File: src/rtl/spc_pkg.sv
package spc_pkg;
  localparam int unsigned FACT_W  = 3;
  localparam int unsigned N_UNITS = 4;
  localparam int unsigned CNT_W   = 16;

  typedef enum logic [1:0] {
    UNIT_ALU  = 2'd0,
    UNIT_RF   = 2'd1,
    UNIT_DMEM = 2'd2,
    UNIT_PREG = 2'd3
  } unit_e;
endpackage

File: src/rtl/spc_burst_seq.sv
module spc_burst_seq #(
  parameter int unsigned FACT_W = spc_pkg::FACT_W
) (
  input  logic              clk_i,
  input  logic              rst_ni,
  input  logic              issue_i,
  input  logic              en_i,
  input  logic [FACT_W-1:0] fact_i,
  output logic              stall_o,
  output logic              accept_o,
  output logic              burst_nxt_o,
  output logic              last_nxt_o
);
  logic [FACT_W-1:0] left_q, left_d;
  logic              stall_q;

  assign accept_o = issue_i & ~stall_q;

  always_comb begin
    left_d = left_q;
    if (accept_o) left_d = en_i ? fact_i : '0;
    else if (left_q != '0) left_d = left_q - 1'b1;
  end

  assign burst_nxt_o = (left_d != '0);
  assign last_nxt_o  = (left_d == FACT_W'(1));

  always_ff @(posedge clk_i or negedge rst_ni) begin
    if (!rst_ni) begin
      left_q  <= '0;
      stall_q <= 1'b0;
    end else begin
      left_q  <= left_d;
      stall_q <= burst_nxt_o;
    end
  end

  assign stall_o = stall_q;


  start_burst_chk: assert property (@(posedge clk_i) disable iff (!rst_ni)
    (accept_o && en_i && fact_i != '0) |=> stall_o);

  bypass_chk: assert property (@(posedge clk_i) disable iff (!rst_ni)
    (accept_o && (!en_i || fact_i == '0)) |=> !stall_o);

  no_accept_in_stall_chk: assert property (@(posedge clk_i) disable iff (!rst_ni)
    stall_o |-> !accept_o);
endmodule

File: src/rtl/spc_pwr_regs.sv
module spc_pwr_regs #(
  parameter int unsigned N_UNITS = spc_pkg::N_UNITS
) (
  input  logic               clk_i,
  input  logic               rst_ni,
  input  logic               burst_nxt_i,
  input  logic               last_nxt_i,
  output logic [N_UNITS-1:0] sleep_o,
  output logic               wake_o
);
  // one flop per unit so each control leaves its own register, glitch-free
  for (genvar u = 0; u < N_UNITS; u++) begin : g_unit
    always_ff @(posedge clk_i or negedge rst_ni) begin
      if (!rst_ni) sleep_o[u] <= 1'b0;
      else         sleep_o[u] <= burst_nxt_i;
    end
  end

  always_ff @(posedge clk_i or negedge rst_ni) begin
    if (!rst_ni) wake_o <= 1'b0;
    else         wake_o <= last_nxt_i;
  end


  wake_needs_sleep_chk: assert property (@(posedge clk_i) disable iff (!rst_ni)
    wake_o |-> sleep_o[0]);
endmodule

File: src/rtl/spc_perf_cnt.sv
module spc_perf_cnt #(
  parameter int unsigned N_CNT = 2,
  parameter int unsigned CNT_W = spc_pkg::CNT_W
) (
  input  logic                        clk_i,
  input  logic                        rst_ni,
  input  logic [N_CNT-1:0]            inc_i,
  output logic [N_CNT-1:0][CNT_W-1:0] cnt_o
);
  for (genvar c = 0; c < N_CNT; c++) begin : g_cnt
    always_ff @(posedge clk_i or negedge rst_ni) begin
      if (!rst_ni)       cnt_o[c] <= '0;
      else if (inc_i[c]) cnt_o[c] <= cnt_o[c] + 1'b1;
    end


    cnt_step_chk: assert property (@(posedge clk_i) disable iff (!rst_ni)
      !inc_i[c] |=> $stable(cnt_o[c]));
  end
endmodule

File: src/rtl/stall_pwr_ctrl.sv
module stall_pwr_ctrl
  import spc_pkg::*;
(
  input  logic              clk_i,
  input  logic              rst_ni,
  input  logic              slow_en_i,
  input  logic [FACT_W-1:0] slow_factor_i,
  input  logic              issue_i,
  output logic              stall_o,
  output logic              wake_o,
  output logic              alu_pd_o,
  output logic              rf_gate_o,
  output logic              dmem_sleep_o,
  output logic              preg_gate_o,
  output logic [CNT_W-1:0]  instr_cnt_o,
  output logic [CNT_W-1:0]  nop_cnt_o
);
  logic               accept, burst_nxt, last_nxt;
  logic [N_UNITS-1:0] sleep;
  logic [1:0][CNT_W-1:0] cnts;

  spc_burst_seq #(.FACT_W(FACT_W)) i_seq (
    .clk_i, .rst_ni,
    .issue_i, .en_i(slow_en_i), .fact_i(slow_factor_i),
    .stall_o, .accept_o(accept),
    .burst_nxt_o(burst_nxt), .last_nxt_o(last_nxt)
  );

  spc_pwr_regs #(.N_UNITS(N_UNITS)) i_pwr (
    .clk_i, .rst_ni,
    .burst_nxt_i(burst_nxt), .last_nxt_i(last_nxt),
    .sleep_o(sleep), .wake_o
  );

  spc_perf_cnt #(.N_CNT(2), .CNT_W(CNT_W)) i_perf (
    .clk_i, .rst_ni,
    .inc_i({stall_o, accept}),
    .cnt_o(cnts)
  );

  assign alu_pd_o     = sleep[UNIT_ALU];
  assign rf_gate_o    = sleep[UNIT_RF];
  assign dmem_sleep_o = sleep[UNIT_DMEM];
  assign preg_gate_o  = sleep[UNIT_PREG];
  assign instr_cnt_o  = cnts[0];
  assign nop_cnt_o    = cnts[1];


  sleep_in_stall_chk: assert property (@(posedge clk_i) disable iff (!rst_ni)
    stall_o |-> (alu_pd_o && rf_gate_o && dmem_sleep_o && preg_gate_o));

  awake_outside_stall_chk: assert property (@(posedge clk_i) disable iff (!rst_ni)
    !stall_o |-> !(alu_pd_o || rf_gate_o || dmem_sleep_o || preg_gate_o));

  wake_ends_burst_chk: assert property (@(posedge clk_i) disable iff (!rst_ni)
    wake_o |=> !stall_o);

  burst_holds_chk: assert property (@(posedge clk_i) disable iff (!rst_ni)
    (stall_o && !wake_o) |=> stall_o);

  instr_frozen_chk: assert property (@(posedge clk_i) disable iff (!rst_ni)
    stall_o |=> $stable(instr_cnt_o));
endmodule

File: config.mk
export PLATFORM = sky130hd
export DESIGN_NAME = stall_pwr_ctrl
export DESIGN_NICKNAME = d
export VERILOG_FILES = /design/src/rtl/spc_pkg.sv /design/src/rtl/spc_burst_seq.sv /design/src/rtl/spc_pwr_regs.sv /design/src/rtl/spc_perf_cnt.sv /design/src/rtl/stall_pwr_ctrl.sv
export SDC_FILE = /design/constraint.sdc
export NUM_CORES = 1
export LEC_CHECK = 0
export BUFFER_PORTS_ARGS = -buffer_cell sky130_fd_sc_hd__buf_2
export CELL_PAD_IN_SITES_DETAIL_PLACEMENT = 1
export CELL_PAD_IN_SITES_GLOBAL_PLACEMENT = 1
export CORE_AREA = 2 2 95 69
export CTS_CLUSTER_SIZE = 24
export DETAILED_ROUTE_END_ITERATION = 12
export DIE_AREA = 0 0 97 71
export MAX_ROUTING_LAYER = met4
export PLACE_DENSITY = 0.71
export SLEW_MARGIN = 20
export SYNTH_ARGS = -nofsm -noshare
export SYNTH_HDL_FRONTEND = slang
export SYNTH_SLANG_ARGS = --single-unit
File: constraint.sdc
create_clock -name clk_i -period 2.9 [get_ports clk_i]
set_clock_uncertainty 0.05 [all_clocks]
set_input_delay 0.58 -clock clk_i [delete_from_list [all_inputs] [get_ports clk_i]]
set_output_delay 0.58 -clock clk_i [all_outputs]
set_load 0.05 [all_outputs]
# ---- Yosys cells after proc, flatten, opt, wreduce, memory -nomap -nowiden
# Index checks and enable logic that the tools add are counted.
# Widths: inputs -> output; s select.
dict set report totals {
  reg_bits 37
  romBits 0
  latch_bits 0
  input_bits 7
  ramBits 0
  n_memories 0
  out_inout_bits 38
  word_cells 16
}
dict set report op_classes {
  n_lt_le_gt_ge 0
  n_shift 0
  reduce_logical 2
  n_mux 3
  div 0
  n_eq_ne 1
  addsub 3
  bitwise_logic 2
  mul 0
}
# op count
set ops {}
lappend ops {{$add 16x1->16 const B} 2}
lappend ops {{$mux 3} 3}
lappend ops {{$reduce_bool 3->1} 2}
lappend ops {{$eq 3x1->1 const B} 1}
lappend ops {{$sub 3x1->3 const B} 1}
lappend ops {{$and 1x1->1} 1}
lappend ops {{$not 1->1} 1}

# ---- Depth between registers and ports, before layout
# Gate-level depths: netlist of run 1.
dict set report depth {
  word_depth 4
  mapped_depth 7
  depth_no_buf 7
}

# ---- By module
# A second synthesis of run 1 with hierarchy kept.
dict set report hier_totals {
  cells_unflattened 148
  hier_area_um2 1734.2
}
# mod area_per_inst_um2 cells_per_inst n_inst seq_area_each_um2
set modules_own_cells {}
lappend modules_own_cells {spc_perf_cnt 1387.6 113 1 800.8}
lappend modules_own_cells {spc_burst_seq 274.0 30 1 100.1}
lappend modules_own_cells {spc_pwr_regs 72.6 5 1 50.0}

# ---- Least setup slack after synthesis of run 1
# No wires, ideal clock.
dict set report synth_timing {
  path_type {reg2reg}
  from {register i_perf.cnt_o[16] in the netlist's numbering}
  to {register i_perf.cnt_o[26] in the netlist's numbering}
  path_buffers 0
  stages_incl_launch_ff 6
  synth_period_minus_slack_ns 1.807
  setup_time_ns 0.142
  path_slack_ns 1.093
  required_ns 2.708
  t_arrival_ns 1.615
  path_cell_list {dfrtp_1 -> ha_1 -> nand4_4 -> nor3_2 -> nand3_1 -> xnor2_1}
}
dict set report synth_via {
  elab_chain_cells 1
}
# element line_no
set synth_lines {}
lappend synth_lines {{start: declaration} spc_perf_cnt.sv:8} ;# output logic [N_CNT-1:0][CNT_W-1:0] cnt_o
lappend synth_lines {{start signal: indexed assignment} spc_perf_cnt.sv:13} ;# else if (inc_i[c]) cnt_o[c] <= cnt_o[c] + 1'b1;
lappend synth_lines {{$add 16x1->16} spc_perf_cnt.sv:13}
# No other way between the ends.
# A chain may end at the register's enable or synchronous reset.

# ---- Worst setup path in the final report of run 1
dict set report layout_timing {
  from {register i_pwr.sleep_o[0]}
  to {output alu_pd_o}
}
# element line_no
set layout_rtl {}
lappend layout_rtl {{start: declaration} spc_pwr_regs.sv:8} ;# output logic [N_UNITS-1:0] sleep_o,
lappend layout_rtl {{start signal: indexed assignment} spc_pwr_regs.sv:15} ;# else sleep_o[u] <= burst_nxt_i;
lappend layout_rtl {{end: declaration} stall_pwr_ctrl.sv:11} ;# output logic alu_pd_o,
# No word-level cell between the ends.

==> impl_metrics.tcl, run 1 <==
set metrics [dict create \
    seq_power_share_pct 39.2 \
    dp.final_hpwl_mm 2.682 \
    outcome "completed" \
    powerDensity_mw_per_mm2 944.3 \
    layout_worst_path_cycle_share_pct 65.66 \
    cp_cell_sequence "buf_2" \
    synth_ff_type "sky130_fd_sc_hd__dfrtp_1" \
    setup.worst_path.end_class "output port" \
    post_synthesis_compound_gate_area_fraction_pct 2.010 \
    clock_latency_on_the_worst_skew_pair_ns 0.28 \
    critical_path_required_ns 2.27 \
    totalWireLength_mm 3.636 \
    clock.fmax_mhz 525.1 \
    yosysUniqueCellTypes 29 \
    ant_nets 0 \
    synthesis.area_per_instance_um2 11.47 \
    leakagePower_nw 1.052 \
    final_critical_path_setup_slack_ns 0.9958 \
    synthMuxAreaShare_pct 0.6461 \
    detailedRoute.firstPassIterationCount 5 \
    critPathMaxStageDelay_ns 0.64 \
    swShare_pct 47.61 \
    die_area_mm2 0.006887 \
    synth_top_family_by_area "simple AND/OR/NAND/NOR gates" \
    top_level_ports 45 \
    grt-ovfl-total 0 \
    cell_area_after_synthesis_mm2 0.001743 \
    combinationalPowerShare_pct 43.0 \
    power_frac_clock_pct 17.8 \
    cp-start-kind "flip-flop" \
    antenna_found_initial 0 \
    port_buffers 44 \
    timing_worst_slew_pin_value_ns 0.8458 \
    synth.ff_latch_count 37 \
    gp_routability_congestion 0.7363 \
    worstPathMaxFanout 14 \
    route.detailed.vias_per_inst 4.496 \
    synthesis.instances 152 \
    synth.net_count 164 \
    grt_max_degree 38 \
    tritoncts.num_buffers 5 \
    xor_xnor_share_of_the_synthesized_area_pct 15.58 \
    power_report.internal_total_mw 1.034 \
    cts_setup_buffers 0 \
    die_h_um 71 \
    wire_per_inst_um 13.17 \
    post_cts_resize_count 0 \
    grt_setup_unrepaired "no" \
    relSlewSlack_pct 43.61 \
    path_clk_slew_ns 0.08 \
    power_switching_uw 939.9 \
    worst_path_dominant_cell_family "flip-flops" \
    count_of_antenna_diodes_in_the_layout 0 \
    worstPathBufferInverterCount 1 \
    drive_gt1_share_pct 31.82 \
    remaining_drc_errors 0 \
    coreArea_mm2 0.006036 \
    drt_iter0_drc 22 \
    floorplan.initialDensity_pct 28.88 \
    yosys.area_share.adder_pct 3.589 \
    worstReg2RegStart "i_pwr.sleep_o[0]" \
    critPathSlowestCell "sky130_fd_sc_hd__dfrtp_1" \
    final_hold_viol_count 0 \
    yosysSeqAreaShare_pct 53.12 \
    vias 1241 \
    buffer_depth_of_the_longest_clock_path 2 \
    tns_ns 0 \
    ctsRootBufferMaster "sky130_fd_sc_hd__clkbuf_8" \
    grt_pass1_vias 1229 \
    number_of_standard_cell_rows_in_the_floorplan 24 \
    grt_pass1_wl_mm 6.141 \
    grt_usage_pct 11.55 \
    fin_crit_ns 1.904 \
    timing.max_cap.violations 0 \
    clkSinkCount 37 \
    final_nets 209 \
    critPathArrivalTime_ns 1.27 \
    synth.yosys.warnings 0 \
    placedCellCount 268 \
    layout.core_utilization_pct 34.64 \
    timing.final.setup_violations 0 \
    fin_cells 276 \
    drv_slew 0 \
    path_class "reg -> out" \
    synth_enable_flop_cells 0 \
    fp.dieW_um 97 \
    area_delta_synth_final_pct 19.96 \
    holdCritPathClass "in -> async" \
    yosys.area_share.simple_pct 20.53 \
    h_tree_lvl_count 2 \
    post-place-ws_ns 1.134 \
    power.ir.vdd_worst_mv 0.3990 \
    tritoncts "built" \
    crit_path_start "i_pwr.sleep_o[0]" \
    postSynth.asyncResetShare_pct 100.0 \
    cts-hold-fix-buffers 0 \
]
## stage by stage
| stage | hold WS [ns] | power (mW) | cell area (um^2) |
|---|---|---|---|
| finish | 0.3520 | 1.974 | 2091 |
| global route | 0.4181 | 2.106 | 2091 |
| CTS | 0.3913 | 2.012 | 2091 |
| detailed placement | 0.4111 | 1.650 | 2008 |
| global placement | 0.4105 | 1.627 | 2008 |
| floorplan | 0.2344 | 1.482 | 1743 |
## kinds of logic (layout without fill, tap and decap cells)
kind of cell	count (synthesis)	in the layout
and+or+nand+nor	59	59
DFF	37	37
xor gates and xnor gates	31	31
buffers and inverters	13	59
AOI/OAI and AO/OA	6	6
adders and majority gates	5	5
muxes	1	1
## state kept, by name, summed over array words and instances (netlist names)
| register | flops |
|---|---|
| i_perf.cnt_o | 32 |
| i_pwr.wake_o | 1 |
| i_pwr.sleep_o | 1 |
| i_seq.left_q | 3 |
## synth_stat cells, types with 2 or more instances
library cell	count	area share, %
sky130_fd_sc_hd__dfrtp_1	37	53
sky130_fd_sc_hd__xnor2_1	19	9.5
sky130_fd_sc_hd__nand2_1	17	3.7
sky130_fd_sc_hd__xor2_1	12	6.0
sky130_fd_sc_hd__nor2_1	9	1.9
sky130_fd_sc_hd__inv_1	7	1.5
sky130_fd_sc_hd__nand3_1	7	2.0
sky130_fd_sc_hd__nand4_1	7	2.5
sky130_fd_sc_hd__ha_1	5	3.6
sky130_fd_sc_hd__nor3_2	5	2.9
sky130_fd_sc_hd__buf_4	4	1.7
sky130_fd_sc_hd__a21oi_1	3	0.86
sky130_fd_sc_hd__and3_1	3	1.1
sky130_fd_sc_hd__buf_6	2	1.3
## cell usage in the layout (no fill, tap or decap), drive strengths merged, types with 3 or more instances in the layout
cell	count
dfrtp	37
nand2	18
inv	7
nand4	8
nand3	9
nor2	9
nor3	5
ha	5
buf	44
and3	3
clkbuf	6
xnor2	19
a21oi	3
xor2	12
## final cells by class
type / instances / area, um^2
Tap cell: 78 / 97.59
Clock buffer: 6 / 72.57
Clock inverter: 2 / 10.01
Inverter: 7 / 26.28
Sequential cell: 37 / 925.9
Fill cell: 700 / 3945
Multi-Input combinational cell: 102 / 738.2
Timing Repair Buffer: 44 / 220.2
## path summary, 6_finish.rpt
| path | to | slack [ns] | cells after the start |
|---|---|---|---|
| hold / removal | i_perf.cnt_o[21] | 0.35 | 1 |
| max in group asynchronous | i_perf.cnt_o[5] | 1.92 | 1 |
| setup reg to reg | i_perf.cnt_o[10] | 1.25 | 4 |
| min in group clk_i | i_perf.cnt_o[31] | 0.43 | 1 |
| setup / recovery | alu_pd_o | 1.0 | 1 |
| hold reg to reg | i_perf.cnt_o[31] | 0.43 | 1 |
## power by group through the flow
stage	Combinational (mW)	Clock [mW]	Sequential (mW)
6_report	0.849	0.352	0.774
5_1_grt	0.913	0.394	0.799
4_1_cts	0.865	0.369	0.778
3_5_place_dp	0.863	0	0.787
3_3_place_gp	0.845	0	0.782
2_1_floorplan	0.434	0	1.05
## routing by layer
metal / global-route usage (%) / wire length [um] / vias up
met5: - / 0 / -
met1: 15.12 / 1763 / 617
met3: 3.458 / 186 / 4
li1: - / - / 592
met2: 17.75 / 1659 / 28
met4: 2.817 / 26 / 0
Note: power is estimated with default switching activity, not from simulation.
==> inputs of run 2 (changes only) <==
==> constraint.sdc (replaced) <==
create_clock -name clk_i -period 1.85 [get_ports clk_i]
set_clock_uncertainty 0.05 [all_clocks]
set_input_delay 0.37 -clock clk_i [delete_from_list [all_inputs] [get_ports clk_i]]
set_output_delay 0.37 -clock clk_i [all_outputs]
set_load 0.05 [all_outputs]
==> run 2 against run 1 <==
  * Global-route usage grew 0.57 points
  * Sequential power is 55% higher
  * Routed wire length increased by 1.7%
  * Worst hold slack got worse by 0.062 ns
  * Sequential share of layout area down 0.93 points
  * Flip-flop and latch count did not move
  * Critical path depth up 1
  * Core utilization rose by 0.75 points
  * Register-to-register slack got worse by 0.95 ns
  * Highest routed layer unchanged
==> impl_metrics.tcl, run 2 (same netlist as run 1, synthesis figures left out) <==
set metrics [dict create \
    outcome "completed" \
    largest_registers_in_the_final_layout "i_perf.cnt_o (32), i_seq.left_q (3)" \
    drv_slew 0 \
    layout_worst_path_cycle_share_pct 89.38 \
    power.ir.vdd_worst_mv 0.6484 \
    cp_cell_sequence "buf_4, buf_2" \
    critPathSlowestCell "sky130_fd_sc_hd__dfrtp_1" \
    final_hold_viol_count 0 \
    area_delta_synth_final_pct 22.54 \
    antenna_found_initial 0 \
    grt_max_degree 20 \
    leakagePower_nw 1.075 \
    final_critical_path_setup_slack_ns 0.1966 \
    final_nets 213 \
    tritoncts.num_buffers 5 \
    fin_crit_ns 1.653 \
    relSlewSlack_pct 69.30 \
    worst_path_dominant_cell_family "flip-flops" \
    clkSinkCount 37 \
    route.met2.wl_mm 1.751 \
    floorplan.initialDensity_pct 28.88 \
    path_class "reg -> out" \
    path_clk_slew_ns 0.07 \
    count_of_antenna_diodes_in_the_layout 0 \
    clock.fmax_mhz 604.8 \
    die_area_mm2 0.006887 \
    wire_per_inst_um 13.21 \
    met1_length_mm 1.721 \
    place_area_mm2 0.002043 \
    worstPathBufferInverterCount 2 \
    h_tree_lvl_count 2 \
    grt_setup_unrepaired "no" \
    final_common_cell "sky130_fd_sc_hd__buf_2" \
    gp_routability_congestion 0.7479 \
    die_h_um 71 \
    cp-start-kind "flip-flop" \
    fp.dieW_um 97 \
    grt-ovfl-total 0 \
    final-seq-area_um2 925.9 \
    drt_iter0_drc 31 \
    grt_usage_pct 12.12 \
    critPathArrivalTime_ns 1.23 \
    remaining_drc_errors 0 \
    grt_pass1_vias 1316 \
    largest_register_ffs 32 \
    post-place-ws_ns 0.2840 \
    multiInputGateArea_um2 738.2 \
    vias 1243 \
    ctsRootBufferMaster "sky130_fd_sc_hd__clkbuf_8" \
    tns_ns 0 \
    top_layer "met4" \
    num-fill-cells 688 \
    clock_latency_on_the_worst_skew_pair_ns 0.29 \
    route.detailed.vias_per_inst 4.439 \
    port_buffers 44 \
    fin_cells 280 \
    critPathMaxStageDelay_ns 0.48 \
    top_level_ports 45 \
    placedCellCount 271 \
    register_with_the_most_flip_flops "i_perf.cnt_o" \
    timing_worst_slew_pin_value_ns 0.4605 \
    detailedRoute.firstPassIterationCount 2 \
    buffer_depth_of_the_longest_clock_path 2 \
    timing.max_cap.violations 0 \
    grt_pass1_wl_mm 6.396 \
    layout.cells.most_common_list "sky130_fd_sc_hd__buf_2 (44), sky130_fd_sc_hd__dfrtp_1 (37), sky130_fd_sc_hd__xnor2_1 (19), sky130_fd_sc_hd__nand2_1 (17), sky130_fd_sc_hd__xor2_1 (12)" \
    timing.final.setup_violations 0 \
    drive_gt1_share_pct 32.67 \
    setup.worst_path.end_class "output port" \
    powerDensity_mw_per_mm2 1463 \
    number_of_standard_cell_rows_in_the_floorplan 24 \
    totalWireLength_mm 3.699 \
    holdCritPathClass "in -> reg" \
    critical_path_required_ns 1.43 \
    final_design_area_no_fill_mm2 0.002136 \
    ant_nets 0 \
    tritoncts "built" \
    dp.final_hpwl_mm 2.793 \
    coreArea_mm2 0.006036 \
    dr_wl_met3_um 190 \
    worstPathMaxFanout 9 \
]
==> run 2: timing repair <==
| action | CTS | global route |
|---|---|---|
| setup buffers | 0 | 0 |
| resized for setup | 0 | 0 |
| hold endpoints to repair | 18 | 0 |
| hold buffers | 1 | 0 |
| setup endpoints to repair | 0 | 0 |
==> run 2: routing by layer <==
metal | up-vias | GRT usage, %
met5 | - | -
met4 | 0 | 3.756
met3 | 5 | 3.854
met2 | 28 | 18.21
met1 | 612 | 15.73
li1 | 598 | -
==> run 2: power by group <==
part / internal (mW) / switching [mW] / leakage [nW] / total [mW]
combinational: 0.400 / 0.979 / 0.542 / 1.38
clock: 0.261 / 0.285 / 0.0450 / 0.547
sequential: 0.982 / 0.215 / 0.488 / 1.20
total: 1.64 / 1.48 / 1.08 / 3.12
==> run 2: tightest hold or removal path, stage by stage <==
cell	delay, ns
sky130_fd_sc_hd__buf_2	0.09
sky130_fd_sc_hd__nand3_1	0.07
sky130_fd_sc_hd__nand2_1	0.06
==> run 2: final cells by class <==
type / count / area share [%]
Tap cell: 78 / 4.569
Sequential cell: 37 / 43.35
Inverter: 7 / 1.230
Clock buffer: 6 / 3.398
Clock inverter: 2 / 0.4687
Multi-Input combinational cell: 102 / 34.56
Timing Repair Buffer: 48 / 12.42
==> run 2: worst paths after layout <==
kind | cells past startpoint | startpoint | slack [ns] | end
min reg2reg | 1 | i_perf.cnt_o[31] | 0.42 | i_perf.cnt_o[31]
max in group asynchronous | 3 | rst_ni | 0.77 | i_perf.cnt_o[0]
max reg2reg | 7 | i_seq.left_q[0] | 0.30 | i_pwr.sleep_o[0]
max | 2 | i_pwr.sleep_o[0] | 0.20 | stall_o
min in group asynchronous | 2 | rst_ni | 0.51 | i_perf.cnt_o[26]
min | 3 | slow_factor_i[2] | 0.29 | i_seq.left_q[2]
==> run 2: through the flow <==
stage | hold WS, ns | power (mW) | utilization, %
after floorplan | 0.02441 | 2.324 | -
after global placement | 0.2988 | 2.574 | 33.85
after detailed placement | 0.3003 | 2.619 | 33.85
after CTS | 0.2786 | 3.190 | 35.39
after global routing | 0.2946 | 3.337 | 35.39
final | 0.2895 | 3.124 | 35.39
==> inputs of run 3 (changes only) <==
--- a/config.mk
+++ b/config.mk
@@ -12,6 +12,7 @@
 export CTS_CLUSTER_SIZE = 24
 export DETAILED_ROUTE_END_ITERATION = 12
 export DIE_AREA = 0 0 97 71
+export GPL_TIMING_DRIVEN = 0
 export MAX_ROUTING_LAYER = met4
 export PLACE_DENSITY = 0.71
 export SLEW_MARGIN = 20
==> run 3 against run 2 <==
  * Cell count increased by 0.71%
  * Register-to-register slack about the same
  * Critical path depth increased by 3
  * Clock-buffer cell count increased by 1
  * Worst hold slack got worse by 0.15 ns
  * Combinational power increased by 4%
  * Flip-flop and latch count unchanged
  * Non-clock buffer count increased by 2
  * Global-route usage decreased by 0.27 points
  * Critical endpoint is now i_perf.cnt_o[13]
==> impl_metrics.tcl, run 3 (same netlist as run 1, synthesis figures left out) <==
set metrics [dict create \
    grt-ovfl-total 0 \
    port_buffers 44 \
    setup.worst_path.end_class "flip-flop" \
    leakagePower_nw 1.091 \
    detailedRoute.firstPassIterationCount 3 \
    layout.core_utilization_pct 35.82 \
    layout.cells.most_common_list "sky130_fd_sc_hd__buf_2 (44), sky130_fd_sc_hd__dfrtp_1 (37), sky130_fd_sc_hd__xnor2_1 (19), sky130_fd_sc_hd__nand2_1 (17), sky130_fd_sc_hd__xor2_1 (12)" \
    grt_pass1_wl_mm 6.382 \
    gp_routability_congestion 0.7491 \
    h_tree_lvl_count 2 \
    relSlewSlack_pct 43.84 \
    holdCritPathClass "in -> async" \
    fp.dieW_um 97 \
    worstPathMaxFanout 9 \
    ctsRootBufferMaster "sky130_fd_sc_hd__clkbuf_8" \
    final_nets 215 \
    drive_gt1_share_pct 34.31 \
    top_level_ports 45 \
    grt_max_degree 38 \
    route.detailed.vias_per_inst 4.443 \
    clkSinkCount 37 \
    powerDensity_mw_per_mm2 1508 \
    coreArea_mm2 0.006036 \
    die_area_mm2 0.006887 \
    outcome "completed" \
    timing.max_cap.violations 0 \
    final-seq-area_um2 925.9 \
    number_of_standard_cell_rows_in_the_floorplan 24 \
    largest_registers_in_the_final_layout "i_perf.cnt_o (32), i_seq.left_q (3)" \
    path_clk_slew_ns 0.08 \
    vias 1253 \
    dp.final_hpwl_mm 2.748 \
    r2r.worst_path.cells 5 \
    drt_iter0_drc 18 \
    cts_setup_buffers 0 \
    power.ir.vdd_worst_mv 0.5838 \
    timing.final.setup_violations 0 \
    grt_pass1_vias 1305 \
    layout_worst_path_cycle_share_pct 84.47 \
    final_hold_viol_count 0 \
    num-fill-cells 693 \
    critical_path_required_ns 2.00 \
    clock.fmax_mhz 640.0 \
    wire_per_inst_um 13.27 \
    antenna_found_initial 0 \
    tritoncts "built" \
    multiInputGateArea_um2 738.2 \
    remaining_drc_errors 0 \
    timing_worst_slew_pin_value_ns 0.8424 \
    post_cts_resize_count 0 \
    cts-hold-fix-buffers 0 \
    critPathArrivalTime_ns 1.71 \
    largest_register_ffs 32 \
    register_with_the_most_flip_flops "i_perf.cnt_o" \
    clock_latency_on_the_worst_skew_pair_ns 0.28 \
    final_common_cell "sky130_fd_sc_hd__buf_2" \
    ant_nets 0 \
    buffer_depth_of_the_longest_clock_path 2 \
    path_class "reg -> reg" \
    drv_slew 0 \
    fin_crit_ns 1.563 \
    floorplan.initialDensity_pct 28.88 \
    area_delta_synth_final_pct 24.05 \
    cp-start-kind "flip-flop" \
    tns_ns 0 \
    grt_usage_pct 11.85 \
    grt_setup_unrepaired "no" \
    worst_hold_slack_ns 0.1420 \
    totalWireLength_mm 3.741 \
    count_of_antenna_diodes_in_the_layout 0 \
    tritoncts.num_buffers 5 \
    die_h_um 71 \
]
## run 3: changes by cell type in the layout (fill, tap and decap cells not counted)
cell / change
sky130_fd_sc_hd__buf_12: -1
sky130_fd_sc_hd__buf_4: +2
sky130_fd_sc_hd__clkinv_2: -1
sky130_fd_sc_hd__clkbuf_1: -1
sky130_fd_sc_hd__buf_6: +2
sky130_fd_sc_hd__clkbuf_8: +2
sky130_fd_sc_hd__dlygate4sd3_1: -1
## run 3: cell type report
type | instances | area share, %
flip-flops and latches | 37 | 42.82
clock inverters | 1 | 0.2315
well taps | 78 | 4.514
clock buffers | 7 | 4.456
multi-input cells | 102 | 34.14
plain buffers | 6 | 2.431
inverters | 7 | 1.215
repair buffers | 44 | 10.19
## run 3: stage by stage
step           total power [mW]  setup WS (ns)  area (um^2)  cells
2_1_floorplan             2.324        0.04285         1743    152
3_3_place_gp              2.626         0.3071         2061    274
3_5_place_dp              2.677         0.2779         2061    274
4_1_cts                   3.326         0.2448         2162    282
5_1_grt                   3.476         0.1484         2162    282
6_report                  3.260         0.2874         2162    282
## run 3: final timing paths
path                                       start               end  slack [ns]
worst min-delay path                      rst_ni  i_perf.cnt_o[22]        0.14
min in group clk_i              slow_factor_i[2]   i_seq.left_q[2]        0.28
worst max-delay path            i_pwr.sleep_o[0]  i_perf.cnt_o[13]        0.29
worst min register to register  i_perf.cnt_o[31]  i_perf.cnt_o[31]        0.42
max in group asynchronous                 rst_ni   i_perf.cnt_o[1]        1.08
worst max register to register  i_pwr.sleep_o[0]  i_perf.cnt_o[13]        0.29
## run 3: power breakdown
group	total (mW)	internal [mW]	switching, mW
Clock	0.622	0.337	0.285
Sequential	1.19	0.982	0.211
Combinational	1.44	0.445	0.999
Total	3.26	1.76	1.50
## run 3: critical path, stage by stage, from the launching register on
cell	delay, ns
sky130_fd_sc_hd__dfrtp_1	0.44
sky130_fd_sc_hd__buf_6	0.17
sky130_fd_sc_hd__and4b_1	0.36
sky130_fd_sc_hd__nand3_2	0.14
sky130_fd_sc_hd__nor2_1	0.15
sky130_fd_sc_hd__xor2_1	0.17
## run 3: metal layers
| layer | GRT usage (%) | routed length (um) | vias up |
|---|---|---|---|
| met2 | 19.60 | 1799 | 24 |
| met3 | 4.051 | 162 | 2 |
| met5 | - | 0 | - |
| li1 | - | - | 606 |
| met1 | 14.66 | 1766 | 621 |
| met4 | 1.408 | 13 | 0 |
